`config.mk`:
```
export PLATFORM = sky130hd
export DESIGN_NAME = pin_irq_wake
export DESIGN_NICKNAME = d
export VERILOG_FILES = /design/src/rtl/pinirq_pkg.sv /design/src/rtl/pinirq_trigger.sv /design/src/rtl/pinirq_stsbit.sv /design/src/rtl/pinirq_wakesel.sv /design/src/rtl/pin_irq_wake.sv
export SDC_FILE = /design/constraint.sdc
export NUM_CORES = 1
export LEC_CHECK = 0
export BUFFER_PORTS_ARGS = -buffer_cell sky130_fd_sc_hd__buf_4
export CAP_MARGIN = 20
export CORE_AREA = 3 3 50 52
export CTS_CLUSTER_DIAMETER = 200
export DETAILED_ROUTE_END_ITERATION = 8
export DIE_AREA = 0 0 53 55
export PLACE_DENSITY_LB_ADDON = 0.1
export SLEW_MARGIN = 25
export SYNTH_ARGS = -nofsm -noshare
export SYNTH_HDL_FRONTEND = slang
export SYNTH_SLANG_ARGS = --single-unit
```
`constraint.sdc`:
```
create_clock -name clk -period 3 [get_ports clk]
set_input_delay 0.45 -clock clk [delete_from_list [all_inputs] [get_ports clk]]
set_output_delay 0.45 -clock clk [all_outputs]
set_load 0.02 [all_outputs]
```
`src/rtl/pinirq_pkg.sv`:
```
package pinirq_pkg;

   // field positions of the per-pin word
   localparam int F_LVL     = 0;
   localparam int F_POL     = 1;
   localparam int POL_W     = 2;
   localparam int F_EN      = 3;
   localparam int F_MSK     = 4;
   localparam int F_WAKE    = 5;
   localparam int WAKE_MAX  = 4;
   localparam int F_IST     = 9;
   localparam int F_WST     = 10;
   localparam int F_OE      = 11;
   localparam int F_OV      = 12;
   localparam int F_PIN     = 13;
   localparam int REG_MIN_W = F_PIN + 1;

   typedef enum logic [POL_W-1:0] {
      POL_HIGH = 2'b00,
      POL_LOW  = 2'b01,
      POL_BOTH = 2'b10,
      POL_NONE = 2'b11
   } pol_e;

endpackage

```
`src/rtl/pinirq_trigger.sv`:
```
module pinirq_trigger
   import pinirq_pkg::*;
#(
   parameter bit BOTH_EDGES = 1'b1
) (
   input  logic             clk,
   input  logic             rst_n,
   input  logic             pin_i,
   input  logic             level_i,
   input  logic [POL_W-1:0] pol_i,
   output logic             hit_o
);

   logic pin_q;
   logic rise, fall, lvl_hit, edge_hit, both_hit;

   always_ff @(posedge clk or negedge rst_n) begin
      if (!rst_n) pin_q <= 1'b0;
      else        pin_q <= pin_i;
   end

   assign rise = pin_i & ~pin_q;
   assign fall = ~pin_i & pin_q;

   generate
      if (BOTH_EDGES) begin : g_both
         assign both_hit = rise | fall;
      end else begin : g_single
         assign both_hit = 1'b0;
      end
   endgenerate

   always_comb begin
      lvl_hit  = 1'b0;
      edge_hit = 1'b0;
      unique case (pol_e'(pol_i))
         POL_HIGH: begin lvl_hit = pin_i;  edge_hit = rise; end
         POL_LOW:  begin lvl_hit = ~pin_i; edge_hit = fall; end
         POL_BOTH: begin lvl_hit = 1'b0;   edge_hit = both_hit; end
         default:  begin lvl_hit = 1'b0;   edge_hit = 1'b0; end
      endcase
   end

   assign hit_o = level_i ? lvl_hit : edge_hit;

   AST_NO_BOTH_LEVEL: assert property (@(posedge clk) disable iff (!rst_n)
      (level_i && pol_i[1]) |-> !hit_o);
   AST_RISE_HIT: assert property (@(posedge clk) disable iff (!rst_n)
      (!level_i && pol_i == POL_HIGH && $rose(pin_i)) |-> hit_o);
   AST_LEVEL_HIT: assert property (@(posedge clk) disable iff (!rst_n)
      (level_i && pol_i == POL_LOW && !pin_i) |-> hit_o);

endmodule

```
`src/rtl/pinirq_stsbit.sv`:
```
module pinirq_stsbit (
   input  logic clk,
   input  logic rst_n,
   input  logic set_i,
   input  logic clr_i,
   output logic q_o
);

   always_ff @(posedge clk or negedge rst_n) begin
      if (!rst_n)     q_o <= 1'b0;
      else if (set_i) q_o <= 1'b1;
      else if (clr_i) q_o <= 1'b0;
   end

   AST_SET_WINS: assert property (@(posedge clk) disable iff (!rst_n)
      set_i |=> q_o);
   AST_CLEAR: assert property (@(posedge clk) disable iff (!rst_n)
      (clr_i && !set_i) |=> !q_o);
   AST_HOLD: assert property (@(posedge clk) disable iff (!rst_n)
      (!clr_i && !set_i) |=> $stable(q_o));

endmodule

```
`src/rtl/pinirq_wakesel.sv`:
```
module pinirq_wakesel #(
   parameter int SLEEP_W  = 3,
   parameter int NUM_WAKE = 4
) (
   input  logic [SLEEP_W-1:0]  state_i,
   input  logic [NUM_WAKE-1:0] en_i,
   output logic                arm_o
);

   logic [NUM_WAKE-1:0] sel;

   generate
      for (genvar k = 0; k < NUM_WAKE; k++) begin : g_state
         assign sel[k] = en_i[k] && (state_i == SLEEP_W'(k + 1));
      end
   endgenerate

   assign arm_o = |sel;

endmodule

```
`src/rtl/pin_irq_wake.sv`:
```
module pin_irq_wake
   import pinirq_pkg::*;
#(
   parameter int REG_W      = 16,
   parameter int SLEEP_W    = 3,
   parameter int NUM_WAKE   = 4,
   parameter bit BOTH_EDGES = 1'b1
) (
   input  logic               clk,
   input  logic               rst_n,
   input  logic               wr_en,
   input  logic [REG_W-1:0]   wr_data,
   output logic [REG_W-1:0]   rd_data,
   input  logic               pin_in,
   input  logic [SLEEP_W-1:0] sleep_state,
   output logic               irq_status,
   output logic               wake_status,
   output logic               irq_req
);

   localparam int SPARE_W = REG_W - F_PIN;

   generate
      if (REG_W < REG_MIN_W) begin : g_bad_width
         $error("REG_W too small for the field layout");
      end
      if (NUM_WAKE < 1 || NUM_WAKE > WAKE_MAX) begin : g_bad_wake
         $error("NUM_WAKE out of range");
      end
      if ((1 << SLEEP_W) <= NUM_WAKE) begin : g_bad_sleep
         $error("SLEEP_W cannot encode every wake state");
      end
   endgenerate

   logic                lvl_q, en_q, msk_q, oe_q, ov_q;
   logic [POL_W-1:0]    pol_q;
   logic [NUM_WAKE-1:0] wen_q;
   logic                hit, wake_arm;
   logic                unused_wr;

   always_ff @(posedge clk or negedge rst_n) begin
      if (!rst_n) begin
         lvl_q <= 1'b0;
         pol_q <= POL_HIGH;
         en_q  <= 1'b0;
         msk_q <= 1'b0;
         wen_q <= '0;
         oe_q  <= 1'b0;
         ov_q  <= 1'b0;
      end else if (wr_en) begin
         lvl_q <= wr_data[F_LVL];
         pol_q <= wr_data[F_POL +: POL_W];
         en_q  <= wr_data[F_EN];
         msk_q <= wr_data[F_MSK];
         wen_q <= wr_data[F_WAKE +: NUM_WAKE];
         oe_q  <= wr_data[F_OE];
         ov_q  <= wr_data[F_OV];
      end
   end

   assign unused_wr = ^wr_data[REG_W-1 -: SPARE_W];

   pinirq_trigger #(.BOTH_EDGES(BOTH_EDGES)) i_trigger (
      .clk     (clk),
      .rst_n   (rst_n),
      .pin_i   (pin_in),
      .level_i (lvl_q),
      .pol_i   (pol_q),
      .hit_o   (hit)
   );

   pinirq_wakesel #(.SLEEP_W(SLEEP_W), .NUM_WAKE(NUM_WAKE)) i_wakesel (
      .state_i (sleep_state),
      .en_i    (wen_q),
      .arm_o   (wake_arm)
   );

   pinirq_stsbit i_irq_sts (
      .clk   (clk),
      .rst_n (rst_n),
      .set_i (hit & en_q),
      .clr_i (wr_en & wr_data[F_IST]),
      .q_o   (irq_status)
   );

   pinirq_stsbit i_wake_sts (
      .clk   (clk),
      .rst_n (rst_n),
      .set_i (hit & wake_arm),
      .clr_i (wr_en & wr_data[F_WST]),
      .q_o   (wake_status)
   );

   assign irq_req = irq_status & msk_q;

   always_comb begin
      rd_data                   = '0;
      rd_data[F_LVL]            = lvl_q;
      rd_data[F_POL +: POL_W]   = pol_q;
      rd_data[F_EN]             = en_q;
      rd_data[F_MSK]            = msk_q;
      rd_data[F_WAKE +: NUM_WAKE] = wen_q;
      rd_data[F_IST]            = irq_status;
      rd_data[F_WST]            = wake_status;
      rd_data[F_OE]             = oe_q;
      rd_data[F_OV]             = ov_q;
      rd_data[F_PIN]            = pin_in;
   end

   AST_MASK_GATE: assert property (@(posedge clk) disable iff (!rst_n)
      (irq_status && !irq_req) |-> !rd_data[F_MSK]);
   AST_EN_GATE: assert property (@(posedge clk) disable iff (!rst_n)
      (!en_q && !irq_status) |=> !irq_status);
   AST_WAKE_IDLE: assert property (@(posedge clk) disable iff (!rst_n)
      (!wake_arm && !wake_status) |=> !wake_status);
   AST_NO_WAKE_AWAKE: assert property (@(posedge clk) disable iff (!rst_n)
      (sleep_state == '0) |-> !wake_arm);

endmodule

```
After elaboration in Yosys (flattened, before gate mapping)
Index checks and enable logic that the tools add are counted.
{"block": "word_totals", "regBits": 14, "elab_cells": 41, "output_inout_bits": 19}
{"block": "classes", "n_bitwise": 10, "n_eq_ne": 6, "n_reduce_logical": 8, "n_mux": 7}
{"cell": "AND 1 bit", "count": 7}
{"cell": "== test 3 x 2 -> 1 bit (second input constant)", "count": 2}
{"cell": "2-to-1 mux 1 bit", "count": 5}
{"cell": "logical AND 1 bit", "count": 4}
{"cell": "nonzero test 2 bit", "count": 2}
{"cell": "OR reduction 4 bit", "count": 1}
{"cell": "== test 3 x 1 -> 1 bit (second input constant)", "count": 1}
{"cell": "== test 3 bit (second input constant)", "count": 1}
{"cell": "case mux 1 bit (3 select lines)", "count": 1}
{"cell": "== test 2 x 1 -> 1 bit (second input constant)", "count": 1}
{"cell": "== test 2 bit (second input constant)", "count": 1}
{"cell": "logical NOT 2 bit", "count": 1}
{"cell": "NOT 1 bit", "count": 2}
{"cell": "case mux 1 bit (2 select lines)", "count": 1}
{"cell": "OR 1 bit", "count": 1}

Longest topological paths before layout
{"block": "logic_depth", "ltp_word": 7, "mapped_depth": 5}

Hierarchy
A second synthesis with hierarchy kept.
{"block": "unflattened", "cells_unflattened": 64, "hier_area_um2": 780.7}
{"mod": "pin_irq_wake", "cells_per_inst": 39, "instances": 1, "area_each_um2": 553.0, "seq_area_each_um2": 275.3}
{"mod": "pinirq_trigger", "cells_per_inst": 14, "instances": 1, "area_each_um2": 110.1, "seq_area_each_um2": 25.0}
{"mod": "pinirq_stsbit", "cells_per_inst": 3, "instances": 2, "area_each_um2": 36.3, "seq_area_each_um2": 25.0}
{"mod": "pinirq_wakesel", "cells_per_inst": 5, "instances": 1, "area_each_um2": 45.0, "seq_area_each_um2": 0.0}

Worst setup path after synthesis
No wires, ideal clock.
{"block": "synth_path", "path_kind": "input port to flip-flop", "startpoint": "input pin_in", "endpoint": "register i_wake_sts.q_o", "t_arrival_ns": 1.151, "path_slack_ns": 1.717, "path_stages": 5, "n_path_buf": 0, "required_ns": 2.867, "path_cell_list": "inv_1 -> ha_1 -> mux2_2 -> o211ai_1 -> a21oi_1"}
{"block": "synth_via", "elab_chain_cells": 7}
{"element": "start: declaration", "line_no": "pin_irq_wake.sv:14", "text": "input logic pin_in,"}
{"element": "NOT 1 bit", "line_no": "pinirq_trigger.sv:23, pinirq_trigger.sv:38"}
{"element": "AND 1 bit", "line_no": "pinirq_trigger.sv:23", "text": "assign fall = ~pin_i & pin_q;"}
{"element": "OR 1 bit", "line_no": "pinirq_trigger.sv:27", "text": "assign both_hit = rise | fall;"}
{"element": "case mux 1 bit (3 select lines)", "line_no": "pinirq_trigger.sv:36", "text": "unique case (pol_e'(pol_i))"}
{"element": "2-to-1 mux 1 bit *", "line_no": "pinirq_trigger.sv:44", "text": "assign hit_o = level_i ? lvl_hit : edge_hit;"}
{"element": "AND 1 bit *", "line_no": "pin_irq_wake.sv:89", "text": ".set_i (hit & wake_arm),"}
{"element": "2-to-1 mux 1 bit or nonzero test 2 bit (tied branches)"}
{"element": "end signal: assignment", "line_no": "pinirq_stsbit.sv:10", "text": "if (!rst_n) q_o <= 1'b0;"}
{"element": "end signal: assignment", "line_no": "pinirq_stsbit.sv:11", "text": "else if (set_i) q_o <= 1'b1;"}
{"element": "end signal: assignment", "line_no": "pinirq_stsbit.sv:12", "text": "else if (clr_i) q_o <= 1'b0;"}
{"element": "end: declaration", "line_no": "pinirq_stsbit.sv:6", "text": "output logic q_o"}
Mark *: on every way between the ends. The rest lies on a longest branch, timed or not.
A chain may end at the register's enable or synchronous reset.

Final worst setup path
{"block": "layout_path", "startpoint": "register i_irq_sts.q_o", "endpoint": "output irq_req"}
{"block": "layout_via", "elab_chain_cells": 1}
{"element": "start: declaration", "line_no": "pinirq_stsbit.sv:6"}
{"element": "start signal: assignment", "line_no": "pinirq_stsbit.sv:10"}
{"element": "start signal: assignment", "line_no": "pinirq_stsbit.sv:11"}
{"element": "start signal: assignment", "line_no": "pinirq_stsbit.sv:12"}
{"element": "AND 1 bit", "line_no": "pin_irq_wake.sv:94", "text": "assign irq_req = irq_status & msk_q;"}
{"element": "end: declaration", "line_no": "pin_irq_wake.sv:18", "text": "output logic irq_req"}
Every way passes these cells.

==> metrics.txt <==
CTS tree=done; xor and xnor fraction of the mapped netlist area=0.0119; main combinational cell family by area after synthesis=multiplexers; vias in the first global route=511; Fin Clk Skew=0.00162 ns; Post-CTS Setup Bufs=0; Syn Inst Count=61; syn_area_per_cell=12.0 sq um; initial antenna violation count=0; GRT Residual Overflow=0; pre-CTS setup slack=1.52 ns; Post-route DRC=0; gp weighted congestion=0.716; worst r2r src=i_trigger.pin_q; crit path max fanout=4; final worst setup slack=1.59 ns; # H-tree levels=1; largest net degree at the start of global routing=15; critical path's slowest cell=dfrtp_1; Core ar.=0.00215 sq mm; Fin. Hold Viols=0; TritonCTS Buffers=3; Compound-Gate Fraction of Synth Area=0.0920; share of layout cells above drive strength 1=0.589; post-cts repair resize count=0; clock tree sinks=14; Hold Crit Class=input pin to async pin; routed vias/inst=4.59; CTS max path bufs=2; Reg power frac=0.470; wire length of the first global-routing pass=2210 microns; switching share of total power=0.304; Avg WL per Cell=12.2 microns; Area Growth Syn to Fin=34.2%; Switch Pwr=0.146 mW; Root Driver=clkbuf_4; boundary pin count=42; DRT Pass-1 Iters=1; Post-Synth Simple-Gate Area=0.0664; Worst setup EP type=output port; CP top delay family=flip-flops; setup_tns=0 ns; Cell Area, Synth=734 sq um; Most used DFF post-synth=dfrtp_1; Power Dens Cells=486 mW/mm^2; adder-cell share of the synthesized area=0.0341; status=finished clean; row cnt=17; period utilization=0.471; CP Cell Sequence=and2_1 > buf_4; initial core utilization=0.342; Tmin final=1.41 ns; Synth cell types=20; die area=0.00292 sq mm; beginning of the critical path=i_irq_sts.q_o; Reg clk slew, reported paths=0.08 ns; maximum operating frequency=0.707 GHz; Final Setup Violations=0; combinational group share of total power=0.318; Lkg Pwr=0.484 nW; hold buffer count at CTS=0; First DRT Iteration DRCs=0; antenna viol nets, final=0; final WL=1440 microns; NumNets Final=117; diode count=0; Critical path buffers and inverters=1; Post-synth EDFFs=0; CP Class=register to output port; clock share of power=0.212; CP max stage delay=0.40 ns; WHS=0.0107 ns; peak supply drop=0.000187 V; flops & latches, synth=14; crit path launch type=register; Die W=53 microns; All-Layer GR Usage=0.110; internal power=0.333 mW; FFs w/ async S/R, synth=1.00; Data required, critical path=2.55 ns; max cap viols=0; Worst EP arrival=0.96 ns; Final Max Tran Viols=0; Yosys warnings=0; unrepaired setup endpoints after global routing=no; post-synthesis mux area share=0.189; post-synthesis sequential area ratio=0.477; worst-skew pair later-pin latency=0.27 ns; HPWL after DPL=1150 microns; die height=55 microns; # port buffers=36; via count=542
## Yosys cell counts (2+ instances only)
| cell type | instances | area [sq um] |
|---|---|---|
| buf_4 | 10 | 75.1 |
| dfrtp_1 | 14 | 350 |
| o21ai_0 | 2 | 10.0 |
| inv_1 | 3 | 11.3 |
| a21oi_1 | 4 | 20.0 |
| ha_1 | 2 | 25.0 |
| mux2_2 | 11 | 124 |
| a21boi_0 | 2 | 15.0 |
| nor2b_1 | 2 | 12.5 |
## path summary, 6_finish.rpt
| path | slack [ns] | to | cells after the start |
|---|---|---|---|
| worst min-delay path | 0.01 | pol_q[1] | 1 |
| max in group asynchronous | 2.82 | wen_q[2] | 1 |
| worst max register to register | 1.77 | i_wake_sts.q_o | 4 |
| worst max-delay path | 1.59 | irq_req | 2 |
| worst min register to register | 0.51 | oe_q | 1 |
| min in group clk | 0.33 | i_trigger.pin_q | 1 |
## flip-flops by register name (all words and copies together), names as in the netlist
register and count:
wen_q 4, pol_q 2, en_q 1, i_irq_sts.q_o 1, i_trigger.pin_q 1, i_wake_sts.q_o 1, lvl_q 1, msk_q 1
oe_q 1, ov_q 1
## worst reg2reg max path: cells and delay by family, from the launching register on
family	cells	cell delay (ns)
flip-flops	1	0.38
AO/OA/AOI/OAI	2	0.30
multiplexers	1	0.25
adder cells (fa/ha/maj)	1	0.17
## placed cells by master, fill, tap and decap left out
cell       count
a2111oi_2      1
a21boi_0       2
a21oi_1        4
and2_1         1
and4bb_2       1
buf_4         36
clkbuf_4       3
conb_1         2
dfrtp_1       14
ha_1           2
inv_1          3
mux2_2        11
mux2_4         1
nand2_1        1
nor2_1         1
nor2b_1        2
nor4bb_1       1
o211ai_1       1
o21ai_0        2
xor2_1         1
## per-layer routing
layer,vias to the layer above,track usage,part of all wire
li1,256,-,-
met1,260,0.116,0.39
met2,24,0.190,0.50
met3,2,0.0375,0.099
met4,0,0.0638,0.0083
met5,-,0,0
## power groups by stage
stage / sequential (mW) / combinational (mW) / clock (mW)
after floorplan: 0.242 / 0.0841 / 0
after global placement: 0.229 / 0.153 / 0
after detailed placement: 0.230 / 0.155 / 0
after CTS: 0.226 / 0.155 / 0.109
after global routing: 0.229 / 0.165 / 0.120
final: 0.225 / 0.152 / 0.101
## cell families (layout without fill, tap and decap cells)
logic type	count (synthesis)	in the layout
AND/OR/NAND/NOR	7	7
other	1	2
multiplexers	12	12
AO/OA/AOI/OAI	10	10
flip-flops	14	14
buffers and inverters	14	42
adder cells (fa/ha/maj)	2	2
XOR/XNOR	1	1
## layout make-up
type                       count  area (sq um)
fill                         216          1160
tap                           28          35.0
timing repair buffer          36           270
multi-input combinational     34           297
inverter                       3          11.3
clock buffer                   3          22.5
sequential                    14           350
## through the flow
| stage | total power [mW] | utilization | std cells | cell area (sq um) |
|---|---|---|---|---|
| 2_1_floorplan | 0.326 | - | 62 | 738 |
| 6_report | 0.479 | 0.459 | 118 | 986 |
| 3_5_place_dp | 0.384 | 0.448 | 115 | 963 |
| 4_1_cts | 0.490 | 0.459 | 118 | 986 |
| 5_1_grt | 0.515 | 0.459 | 118 | 986 |
| 3_3_place_gp | 0.382 | 0.448 | 115 | 963 |
(Power assumes the default switching activity.)
